[src/rtl/pbq_pkg.sv]
package pbq_pkg;
  typedef enum logic {
    WK_IDLE = 1'b0,
    WK_BUSY = 1'b1
  } wk_state_e;
endpackage

[src/rtl/pbq_fifo.sv]
module pbq_fifo #(
  parameter int WIDTH = 37,
  parameter int DEPTH = 4
) (
  input  logic             clk,
  input  logic             rst_n,
  input  logic             flush,
  input  logic             push,
  input  logic [WIDTH-1:0] wdata,
  input  logic             pop,
  output logic [WIDTH-1:0] rdata,
  output logic             empty,
  output logic             full
);
  localparam int PTR_W = (DEPTH > 1) ? $clog2(DEPTH) : 1;
  localparam int CNT_W = $clog2(DEPTH + 1);
  localparam logic [PTR_W-1:0] LAST = PTR_W'(DEPTH - 1);
  localparam logic [CNT_W-1:0] FULL_CNT = CNT_W'(DEPTH);

  logic [WIDTH-1:0] store [DEPTH];
  logic [PTR_W-1:0] wr_ptr, wr_ptr_d, rd_ptr, rd_ptr_d;
  logic [CNT_W-1:0] count, count_d;
  logic             do_push, do_pop;

  assign empty   = (count == '0);
  assign full    = (count == FULL_CNT);
  assign do_push = push && !full && !flush;
  assign do_pop  = pop && !empty && !flush;
  assign rdata   = store[rd_ptr];

  always_comb begin
    wr_ptr_d = wr_ptr;
    rd_ptr_d = rd_ptr;
    count_d  = count;
    if (flush) begin
      wr_ptr_d = '0;
      rd_ptr_d = '0;
      count_d  = '0;
    end else begin
      if (do_push) wr_ptr_d = (wr_ptr == LAST) ? '0 : wr_ptr + 1'b1;
      if (do_pop)  rd_ptr_d = (rd_ptr == LAST) ? '0 : rd_ptr + 1'b1;
      case ({do_push, do_pop})
        2'b10:   count_d = count + 1'b1;
        2'b01:   count_d = count - 1'b1;
        default: count_d = count;
      endcase
    end
  end

  always_ff @(posedge clk or negedge rst_n) begin
    if (!rst_n) begin
      wr_ptr <= '0;
      rd_ptr <= '0;
      count  <= '0;
    end else begin
      wr_ptr <= wr_ptr_d;
      rd_ptr <= rd_ptr_d;
      count  <= count_d;
    end
  end

  // storage carries no reset; enabled only on a real push
  always_ff @(posedge clk) begin
    if (do_push) store[wr_ptr] <= wdata;
  end

  a_r2_no_push_when_full: assert property (@(posedge clk) disable iff (!rst_n)
    full |-> !(push && !flush));
  a_r2_count_bounded: assert property (@(posedge clk) disable iff (!rst_n)
    count <= FULL_CNT);
  a_r4_no_pop_when_empty: assert property (@(posedge clk) disable iff (!rst_n)
    empty |-> !pop);
  a_r7_flush_empties: assert property (@(posedge clk) disable iff (!rst_n)
    flush |=> empty);
endmodule

[src/rtl/pbq_regbank.sv]
module pbq_regbank #(
  parameter int ADDR_W = 4,
  parameter int DATA_W = 32
) (
  input  logic              clk,
  input  logic              rst_n,
  input  logic              wr_en,
  input  logic [ADDR_W-1:0] wr_addr,
  input  logic [DATA_W-1:0] wr_data,
  input  logic [ADDR_W-1:0] rd_addr,
  output logic [DATA_W-1:0] rd_data
);
  localparam int WORDS = 1 << ADDR_W;

  logic [DATA_W-1:0] word_q [WORDS];

  for (genvar g = 0; g < WORDS; g++) begin : g_word
    logic word_en;
    assign word_en = wr_en && (wr_addr == ADDR_W'(g));
    always_ff @(posedge clk or negedge rst_n) begin
      if (!rst_n)       word_q[g] <= '0;
      else if (word_en) word_q[g] <= wr_data;
    end
  end

  assign rd_data = word_q[rd_addr];
endmodule

[src/rtl/pbq_worker.sv]
module pbq_worker
  import pbq_pkg::*;
#(
  parameter int ADDR_W      = 4,
  parameter int DATA_W      = 32,
  parameter int PROC_CYCLES = 3
) (
  input  logic              clk,
  input  logic              rst_n,
  input  logic              flush,
  input  logic              q_empty,
  input  logic              q_we,
  input  logic [ADDR_W-1:0] q_adr,
  input  logic [DATA_W-1:0] q_dat,
  output logic              q_pop,
  output logic              bank_wr,
  output logic [ADDR_W-1:0] bank_adr,
  output logic [DATA_W-1:0] bank_wdat,
  input  logic [DATA_W-1:0] bank_rdat,
  output logic              ack_o,
  output logic [DATA_W-1:0] dat_o
);
  localparam int CNT_W = (PROC_CYCLES > 1) ? $clog2(PROC_CYCLES) : 1;
  localparam logic [CNT_W-1:0] CNT_LOAD = CNT_W'(PROC_CYCLES - 1);

  wk_state_e         state, state_d;
  logic [CNT_W-1:0]  cnt, cnt_d;
  logic              cur_we, cur_we_d;
  logic [ADDR_W-1:0] cur_adr, cur_adr_d;
  logic [DATA_W-1:0] cur_dat, cur_dat_d;
  logic              done;
  logic              ack_d;
  logic [DATA_W-1:0] dat_d;

  assign done  = (state == WK_BUSY) && (cnt == '0) && !flush;
  assign q_pop = !flush && !q_empty && ((state == WK_IDLE) || done);

  assign bank_wr   = done && cur_we;
  assign bank_adr  = cur_adr;
  assign bank_wdat = cur_dat;

  always_comb begin
    state_d   = state;
    cnt_d     = cnt;
    cur_we_d  = cur_we;
    cur_adr_d = cur_adr;
    cur_dat_d = cur_dat;
    if (flush) begin
      state_d = WK_IDLE;
      cnt_d   = '0;
    end else if (q_pop) begin
      state_d   = WK_BUSY;
      cnt_d     = CNT_LOAD;
      cur_we_d  = q_we;
      cur_adr_d = q_adr;
      cur_dat_d = q_dat;
    end else if (done) begin
      state_d = WK_IDLE;
    end else if (state == WK_BUSY) begin
      cnt_d = cnt - 1'b1;
    end
    ack_d = done;
    dat_d = (done && !cur_we) ? bank_rdat : '0;
  end

  always_ff @(posedge clk or negedge rst_n) begin
    if (!rst_n) begin
      state   <= WK_IDLE;
      cnt     <= '0;
      cur_we  <= 1'b0;
      cur_adr <= '0;
      cur_dat <= '0;
      ack_o   <= 1'b0;
      dat_o   <= '0;
    end else begin
      state   <= state_d;
      cnt     <= cnt_d;
      cur_we  <= cur_we_d;
      cur_adr <= cur_adr_d;
      cur_dat <= cur_dat_d;
      ack_o   <= ack_d;
      dat_o   <= dat_d;
    end
  end

  a_r7_no_ack_after_flush: assert property (@(posedge clk) disable iff (!rst_n)
    flush |=> !ack_o);
  a_r5_data_zero_without_ack: assert property (@(posedge clk) disable iff (!rst_n)
    !ack_o |-> (dat_o == '0));
  a_r3_ack_follows_work: assert property (@(posedge clk) disable iff (!rst_n)
    $rose(ack_o) |-> $past(state == WK_BUSY));
  a_r4_pop_only_when_free: assert property (@(posedge clk) disable iff (!rst_n)
    (state == WK_BUSY && cnt != '0) |-> !q_pop);

  if (PROC_CYCLES > 1) begin : g_pulse_chk
    a_r4_ack_single_cycle: assert property (@(posedge clk) disable iff (!rst_n)
      ack_o |=> !ack_o);
  end
endmodule

[src/rtl/pbq_slave.sv]
module pbq_slave #(
  parameter int ADDR_W      = 4,
  parameter int DATA_W      = 32,
  parameter int FIFO_DEPTH  = 4,
  parameter int PROC_CYCLES = 3
) (
  input  logic              clk,
  input  logic              rst_n,
  input  logic              cyc_i,
  input  logic              stb_i,
  input  logic              we_i,
  input  logic [ADDR_W-1:0] adr_i,
  input  logic [DATA_W-1:0] dat_i,
  output logic              stall_o,
  output logic              ack_o,
  output logic [DATA_W-1:0] dat_o
);
  localparam int REQ_W = 1 + ADDR_W + DATA_W;

  logic              flush, accept;
  logic              q_empty, q_full, q_pop;
  logic [REQ_W-1:0]  q_head;
  logic              bank_wr;
  logic [ADDR_W-1:0] bank_adr;
  logic [DATA_W-1:0] bank_wdat, bank_rdat;

  assign flush   = !cyc_i;
  assign stall_o = q_full;
  assign accept  = cyc_i && stb_i && !q_full;

  pbq_fifo #(.WIDTH(REQ_W), .DEPTH(FIFO_DEPTH)) u_fifo (
    .clk   (clk),
    .rst_n (rst_n),
    .flush (flush),
    .push  (accept),
    .wdata ({we_i, adr_i, dat_i}),
    .pop   (q_pop),
    .rdata (q_head),
    .empty (q_empty),
    .full  (q_full)
  );

  pbq_worker #(.ADDR_W(ADDR_W), .DATA_W(DATA_W), .PROC_CYCLES(PROC_CYCLES)) u_worker (
    .clk       (clk),
    .rst_n     (rst_n),
    .flush     (flush),
    .q_empty   (q_empty),
    .q_we      (q_head[REQ_W-1]),
    .q_adr     (q_head[DATA_W +: ADDR_W]),
    .q_dat     (q_head[DATA_W-1:0]),
    .q_pop     (q_pop),
    .bank_wr   (bank_wr),
    .bank_adr  (bank_adr),
    .bank_wdat (bank_wdat),
    .bank_rdat (bank_rdat),
    .ack_o     (ack_o),
    .dat_o     (dat_o)
  );

  pbq_regbank #(.ADDR_W(ADDR_W), .DATA_W(DATA_W)) u_bank (
    .clk     (clk),
    .rst_n   (rst_n),
    .wr_en   (bank_wr),
    .wr_addr (bank_adr),
    .wr_data (bank_wdat),
    .rd_addr (bank_adr),
    .rd_data (bank_rdat)
  );

  a_r1_stall_means_full: assert property (@(posedge clk) disable iff (!rst_n)
    (stall_o && cyc_i) |=> (stall_o || ack_o || $past(q_pop)));
  a_r8_quiet_out_of_reset: assert property (@(posedge clk) disable iff (!rst_n)
    $rose(rst_n) |-> (!ack_o && !stall_o));
endmodule

[config.mk]
export PLATFORM = sky130hd
export DESIGN_NAME = pbq_slave
export DESIGN_NICKNAME = d
export VERILOG_FILES = /design/src/rtl/pbq_pkg.sv /design/src/rtl/pbq_fifo.sv /design/src/rtl/pbq_regbank.sv /design/src/rtl/pbq_worker.sv /design/src/rtl/pbq_slave.sv
export SDC_FILE = /design/constraint.sdc
export NUM_CORES = 1
export LEC_CHECK = 0
export ABC_AREA = 1
export BUFFER_PORTS_ARGS = -buffer_cell sky130_fd_sc_hd__buf_4
export CAP_MARGIN = 20
export CORE_MARGIN = 2
export CORE_UTILIZATION = 40
export CTS_CLUSTER_SIZE = 16
export DETAILED_ROUTE_END_ITERATION = 10
export PLACE_DENSITY = 0.61
export SLEW_MARGIN = 20
export SYNTH_ARGS = -nofsm -noshare
export SYNTH_HDL_FRONTEND = slang
export SYNTH_SLANG_ARGS = --single-unit
[constraint.sdc]
create_clock -name clk -period 2.7 [get_ports clk]
set_input_delay 0.27 -clock clk [delete_from_list [all_inputs] [get_ports clk]]
set_output_delay 0.27 -clock clk [all_outputs]
set_load 0.02 [all_outputs]
==> results of run 1 <==
## metrics by stage
step | hold slack [ns] | power, W | instance area (um^2) | setup WS, ns | util, %
floorplan | -0.0256 | 0.0243 | 32400 | 0.0257 | -
global placement | 0.329 | 0.0279 | 34100 | 0.548 | 42.4
detailed placement | 0.322 | 0.0282 | 34100 | 0.509 | 42.4
CTS | 0.0273 | 0.0391 | 37000 | 0.490 | 46.0
global route | 0.0852 | 0.0415 | 37000 | 0.332 | 46.0
finish | 0.0579 | 0.0389 | 37000 | 0.487 | 46.0
## cell families after synthesis
family	after synthesis	share of synthesized area (%)
compound gates	671	10.5
xor+xnor	1	0.0270
fa+ha+maj	6	0.255
buf+inv	320	4.82
flops	740	59.4
simple gates	2095	25.0
## layout by cell type, fill, tap and decap left out, drive strengths merged
cell / count
nand2: 1917
o21ai: 631
dfrtp: 592
buf: 159
nor2: 156
edfxtp: 148
clkbuf: 112
inv: 60
dlygate4sd3: 39
o22ai: 37
nand3: 21
clkinv: 15
bufinv: 6
ha: 5
a21oi: 3
xor2: 1
nand3b: 1
fa: 1
clkinvlp: 1
## routing by layer
metal	part of all wire, %	global-route usage, %
met2	45	34.2
met1	47	30.3
met3	5.7	2.81
met5	0	0
met4	2.1	5.85
## worst max-delay path by stage
| stage | slack [ns] | startpoint | depth (start not counted) | to |
|---|---|---|---|---|
| detailed placement | 0.51 | u_worker.cnt[0] | 8 | u_bank.word_q[437] |
| floorplan | 0.03 | u_fifo.count[0] | 4 | u_fifo.store[0][0] |
| global placement | 0.55 | u_worker.bank_adr[1] | 7 | u_worker.dat_o[2] |
| global route | 0.33 | u_worker.bank_adr[1] | 7 | u_worker.dat_o[1] |
| finish | 0.49 | u_worker.cnt[0] | 9 | u_bank.word_q[271] |
| CTS | 0.49 | u_worker.cnt[0] | 8 | u_bank.word_q[437] |
## worst max-delay path, delay by kind of cell, from the launching register on
family / cells / cell delay, ns
flip-flops: 1 / 0.39
buffers and inverters: 3 / 0.65
AND/OR/NAND/NOR: 4 / 0.73
adder cells (fa/ha/maj): 1 / 0.20
AO/OA/AOI/OAI: 1 / 0.07
## layout make-up
cell class,count,area [um^2]
clock inverter,24,277
timing repair buffer,198,1940
multi-input combinational,2773,11700
fill,7767,43400
clock buffer,112,2280
sequential,740,19300
inverter,58,228
tap,1060,1330
## power by group
part / internal, W / switching (W)
clock network: 0.00643 / 0.00442
logic: 0.00341 / 0.00832
registers: 0.0146 / 0.00173
## flip-flops by register name (all words and copies together), names as in the netlist
signal              cells
u_worker.bank_wdat     32
u_worker.dat_o         32
u_fifo.rd_ptr           2
u_worker.cnt            2
u_worker.ack_o          1
u_worker.state          1
u_fifo.wr_ptr           2
u_worker.bank_adr       4
u_fifo.store          148
u_worker.cur_we         1
u_fifo.count            3
u_bank.word_q         512
==> results.py, run 1 <==
metrics = {
    "status": {
        "status": "completed",
    },
    "sta": {
        "min_period_ns": 2.21,
        "hold_viol": 0,
        "tightest_slew_ns": 0.802,
        "tns_ns": 0,
        "maxSlewHeadroom_pct": 46.5,
        "finClkSkew_ns": 0.0270,
        "slew_violations": 0,
        "fmax_mhz": 452,
        "fin_crit_sh_pct": 81.9,
        "setup_viol": 0,
        "rsz0062_at_grt": "false",
    },
    "grt": {
        "grt_max_degree": 146,
        "grt_pass1_vias": 24100,
        "grt_pass1_wl_um": 139000,
        "grt-ovfl-total": 0,
        "antenna_found_initial": 0,
        "grt_usage_pct": 21.3,
    },
    "die": {
        "std_cell_rows": 104,
        "pin_count": 75,
        "initial_core_util_pct": 40.3,
        "dieHeight_um": 289,
        "die_x_um": 289,
        "core_mm2": 0.0804,
        "die_area_mm2": 0.0833,
    },
    "detailed_routing": {
        "antenna_left": 0,
        "drt_iter0_drc": 2156,
        "route.detailed.drc": 0,
        "vias": 25000,
        "first_pass_iters": 6,
        "via_per_inst": 5.04,
        "wirelength_um": 86900,
        "drt-wirelength-per-cell_um": 17.5,
    },
    "clock_network": {
        "clock_path_buffers": 3,
        "cts_buffers": 77,
        "cts_tree": "done",
        "h-tree-depth": 3,
        "clock_sinks": 740,
        "clk_pin_slew_ns": 0.06,
        "cts_resized": 0,
        "ctsHoldBuffers": 39,
        "root_buffer": "clkbuf_16",
        "clk_latency_ns": 0.62,
        "post_cts_buffers": 0,
    },
    "critical_path": {
        "reg2regPathDepth": 9,
        "cp_max_fo": 42,
        "crit_slowest_cell": "dfrtp_1",
        "startpoint_type": "register",
        "cp-end-kind": "register",
        "worstReg2RegStart": "u_worker.cnt[0]",
        "cp.arrival_ns": 2.68,
        "path_cells": "inv_1, ha_1, nand3_2, nor2_8, buf_4, nand3_4, buf_4, nand2_1, o21ai_1",
        "path_class": "register to register",
        "critPathMaxStageDelay_ns": 0.39,
        "r2r_setup_slack_ns": 0.49,
        "r2r_end": "u_bank.word_q[271]",
        "crit_top_cell": "buf_4",
        "required_ns": 3.17,
    },
    "power": {
        "power_density_mw_per_mm2": 1050,
        "vdd_ir_drop_max_mv": 0.701,
        "cellLeakagePower_nw": 17.5,
    },
    "logic_synthesis": {
        "synth_nets": 3880,
        "ys_seq_elements": 740,
        "yosys_most_used_dff": "dfrtp_1",
        "yosysUniqueCellTypes": 29,
        "ys_async_sr_fraction_pct": 80.0,
        "ys_top_cells_by_count": "nand2_1 (1917), dfrtp_1 (592), o21ai_1 (379)",
        "synth_edf_count": 148,
        "ys_warn_count": 0,
        "netlist_area_mm2": 0.0324,
        "synth.most_common_cell": "nand2_1",
        "yosys-top-cells-area": "dfrtp_1 (46%), nand2_1 (22%), edfxtp_1 (14%)",
        "synth_cells": 3833,
        "syn_area_per_cell_um2": 8.46,
        "synth_top_area_share_pct": 45.7,
        "synth_top_area_cell": "dfrtp_1",
        "synth-seq-area-share_pct": 59.4,
    },
    "placement": {
        "placed_cells": 4790,
        "hpwl_um": 48900,
        "gp_congestion": 0.767,
        "io_buffers": 74,
    },
    "finish": {
        "final_cells": 4965,
        "n_antenna_cell": 0,
        "drive_gt1_share_pct": 7.99,
        "fin_nets": 3895,
        "area_growth_pct": 14.2,
    },
    "min_path": {
        "worstHoldEndpoint": "u_fifo.wr_ptr[0]",
        "hold_class": "input port to register",
        "whs_path_depth": 5,
        "hold_start": "stb_i",
    },
    "flow_run": {
        "cap_viol_max_count": 0,
    },
}
Power figures use the tool's default switching activity.
==> inputs of run 2 (changes only) <==
--- a/config.mk
+++ b/config.mk
@@ -5,7 +5,7 @@
 export SDC_FILE = /design/constraint.sdc
 export NUM_CORES = 1
 export LEC_CHECK = 0
-export ABC_AREA = 1
+export ABC_AREA = 0
 export BUFFER_PORTS_ARGS = -buffer_cell sky130_fd_sc_hd__buf_4
 export CAP_MARGIN = 20
 export CORE_MARGIN = 2
==> constraint.sdc (replaced) <==
create_clock -name clk -period 1.75 [get_ports clk]
set_input_delay 0.175 -clock clk [delete_from_list [all_inputs] [get_ports clk]]
set_output_delay 0.175 -clock clk [all_outputs]
set_load 0.02 [all_outputs]
==> run 2 against run 1 <==
Hold slack got worse by 0.025 ns; the run now ends with negative setup slack left; largest cell class unchanged; clock power rose by 56%; first-iteration DRC count fell by 43%; final cell count fell by 35%; clock-buffer cell count fell by 5; routed wire length fell by 5.7%; largest power group unchanged; critical path depth rose by 1; critical path type unchanged; sequential power rose by 77%; via count fell by 30%.
==> results.py, run 2 <==
metrics = {
    "finish": {
        "regArea_mm2": 0.0193,
        "stdcell_area_mm2": 0.0415,
        "largest_reg_flops": 512,
        "fillers": 6070,
        "fin_nets": 2177,
        "multiInputGateArea_mm2": 0.0130,
        "area_growth_pct": 32.5,
        "final_cells": 3235,
        "layout_commonest_cell": "dfrtp_1",
        "top_regs": "u_bank.word_q: 512 flops, u_fifo.store: 148 flops",
        "largest-register": "u_bank.word_q",
        "final_cell_mix": "dfrtp_1 (587), mux2_4 (325), mux2_2 (256)",
        "drive_gt1_share_pct": 60.2,
    },
    "power": {
        "p_switching_w": 0.0197,
        "p_int_w": 0.0479,
        "switching_share_pct": 29.1,
        "cellLeakagePower_nw": 18.8,
        "p_seq_share_pct": 42.7,
        "vdd_ir_drop_max_mv": 0.705,
        "power_density_mw_per_mm2": 1630,
        "pwr-share-clk_pct": 25.0,
        "comb_power_share_pct": 32.3,
    },
    "logic_synthesis": {
        "syn_area_per_cell_um2": 17.3,
        "ys_warn_count": 0,
        "synth_cells": 1810,
        "synth_nets": 1857,
        "synth_top_area_cell": "dfrtp_1",
        "synth.most_common_cell": "dfrtp_1",
        "ys_top_cells_by_count": "dfrtp_1 (592), mux2_2 (547), mux4_2 (165)",
        "yosysUniqueCellTypes": 41,
        "synth_edf_count": 148,
        "synth_top_area_share_pct": 47.3,
        "ys_seq_elements": 740,
        "ys_async_sr_fraction_pct": 80.0,
        "netlist_area_mm2": 0.0313,
        "yosys_most_used_dff": "dfrtp_1",
        "synth-seq-area-share_pct": 61.5,
        "yosys-top-cells-area": "dfrtp_1 (47%), mux2_2 (20%), edfxtp_1 (14%)",
    },
    "clock_network": {
        "root_buffer": "clkbuf_16",
        "cts_buffers": 77,
        "clk_latency_ns": 0.63,
        "h-tree-depth": 3,
        "clock_sinks": 740,
        "clk_pin_slew_ns": 0.06,
        "cts_tree": "done",
        "clock_path_buffers": 3,
    },
    "detailed_routing": {
        "drt_iter0_drc": 1228,
        "drt-wirelength-per-cell_um": 25.3,
        "antenna_left": 0,
        "vias": 17500,
        "via_per_inst": 5.42,
        "first_pass_iters": 5,
        "route.detailed.drc": 0,
        "wirelength_um": 81900,
    },
    "grt": {
        "grt_pass1_wl_um": 117000,
        "grt_pass1_vias": 18700,
        "antenna_found_initial": 0,
        "grt_max_degree": 74,
        "grt-ovfl-total": 0,
        "grt_usage_pct": 19.1,
    },
    "placement": {
        "io_buffers": 74,
        "placed_cells": 2943,
        "postPlaceCellArea_mm2": 0.0351,
        "hpwl_um": 45400,
        "gp_congestion": 0.746,
    },
    "sta": {
        "setup_viol": 606,
        "tightest_slew_ns": 0.811,
        "fin_crit_sh_pct": 119,
        "hold_viol": 0,
        "fin_ws_ns": -0.328,
        "fmax_mhz": 481,
        "maxSlewHeadroom_pct": 46.0,
        "finClkSkew_ns": 0.0303,
        "rsz0062_at_grt": "true",
        "min_period_ns": 2.08,
        "slew_violations": 0,
    },
    "status": {
        "violations": "negative setup slack",
        "status": "finished, violations left",
    },
    "flow_run": {
        "cap_viol_max_count": 0,
    },
    "die": {
        "dieHeight_um": 284,
        "die_x_um": 284,
        "core_mm2": 0.0775,
        "initial_core_util_pct": 40.4,
        "die_area_mm2": 0.0805,
        "pin_count": 75,
        "std_cell_rows": 102,
    },
    "critical_path": {
        "path_class": "register to register",
        "cp-end-kind": "register",
        "startpoint_type": "register",
        "cp.arrival_ns": 2.56,
        "cp_max_fo": 8,
        "required_ns": 2.23,
    },
    "min_path": {
        "hold_class": "input port to asynchronous set/reset pin",
    },
}
run 2: cell types whose count changed after synthesis, moves of 10 or more:
cell,previous run,this run
buf_4,55,3
o22ai_1,37,0
clkbuf_1,109,64
nor2_1,149,9
buf_2,81,67
mux2_4,0,29
a22oi_1,0,32
nand3_4,10,0
inv_1,55,8
mux2_2,0,547
o21ai_1,379,0
o21ai_0,252,3
mux4_2,0,165
nand2_1,1917,78
run 2: layout make-up:
cell class	count	area share [%]
Inverter	8	0.0785
Clock inverter	36	1.03
Clock buffer	107	5.26
Antenna cell	1	0.00603
Timing Repair Buffer	381	12.6
Sequential cell	740	46.5
Tap cell	1040	3.14
Multi-Input combinational cell	922	31.4
run 2: stage by stage:
| step | total power, W | hold WS [ns] | util [%] | TNS [ns] | setup slack (ns) |
|---|---|---|---|---|---|
| floorplan | 0.0400 | -0.121 | - | -48.63 | -0.261 |
| global placement | 0.0451 | 0.0570 | 45.3 | -128.59 | -0.327 |
| detailed placement | 0.0460 | 0.0589 | 45.3 | -138.85 | -0.393 |
| CTS | 0.0647 | 0.00215 | 51.1 | -127.56 | -0.288 |
| global route | 0.0707 | 0.0506 | 53.5 | -179.33 | -0.378 |
| finish | 0.0675 | 0.0330 | 53.5 | -133.50 | -0.328 |
run 2: cell families after synthesis:
logic type / synth area share, %
muxes: 33.2
DFF: 61.5
buffers and inverters: 2.15
and+or+nand+nor: 1.76
AOI/OAI and AO/OA: 0.980
adders and majority gates: 0.264
xor gates and xnor gates: 0.112
run 2: worst max-delay path, stage by stage (launching register included):
cell and delay [ns]:
dfrtp_1 0.38, inv_2 0.08, ha_4 0.13, and4_4 0.22
buf_6 0.10, nand3_4 0.08, buf_12 0.15, nor2_4 0.11
buf_6 0.17, clkbuf_16 0.21, mux2_4 0.31
run 2: what timing repair did:
item / in CTS / in global routing
gates cloned: 19 / 38
endpoints found under the setup margin: 732 / 732
gates resized for setup: 154 / 281
setup buffers: 40 / 26
pin swaps: 18 / 44
hold buffers: 41 / 0
hold endpoints to repair: 649 / 0
run 2: per-layer routing:
| metal | wire length [um] | vias up | track usage (%) |
|---|---|---|---|
| met3 | 2950 | 103 | 2.93 |
| met2 | 40300 | 391 | 31.2 |
| li1 | - | 7466 | - |
| met4 | 1780 | 0 | 5.66 |
| met1 | 37000 | 9567 | 26.4 |
| met5 | 0 | - | 0 |
run 2: power groups by stage:
stage / combinational (W) / sequential (W) / clock, W
6_report: 0.0218 / 0.0288 / 0.0169
5_1_grt: 0.0231 / 0.0296 / 0.0179
4_1_cts: 0.0190 / 0.0285 / 0.0172
3_5_place_dp: 0.0173 / 0.0287 / 0
3_3_place_gp: 0.0168 / 0.0283 / 0
2_1_floorplan: 0.0139 / 0.0260 / 0
run 2: worst paths after layout:
check,startpoint,cells past startpoint,end,slack [ns]
max in group asynchronous,rst_n,4,u_bank.word_q[428],0.91
min in group clk,dat_i[18],2,u_fifo.store[3][18],0.30
max reg2reg,u_worker.cnt[1],10,u_bank.word_q[69],-0.33
max,u_worker.cnt[1],10,u_bank.word_q[69],-0.33
min,rst_n,2,u_bank.word_q[190],0.03
min reg2reg,u_bank.word_q[238],1,u_bank.word_q[238],0.50
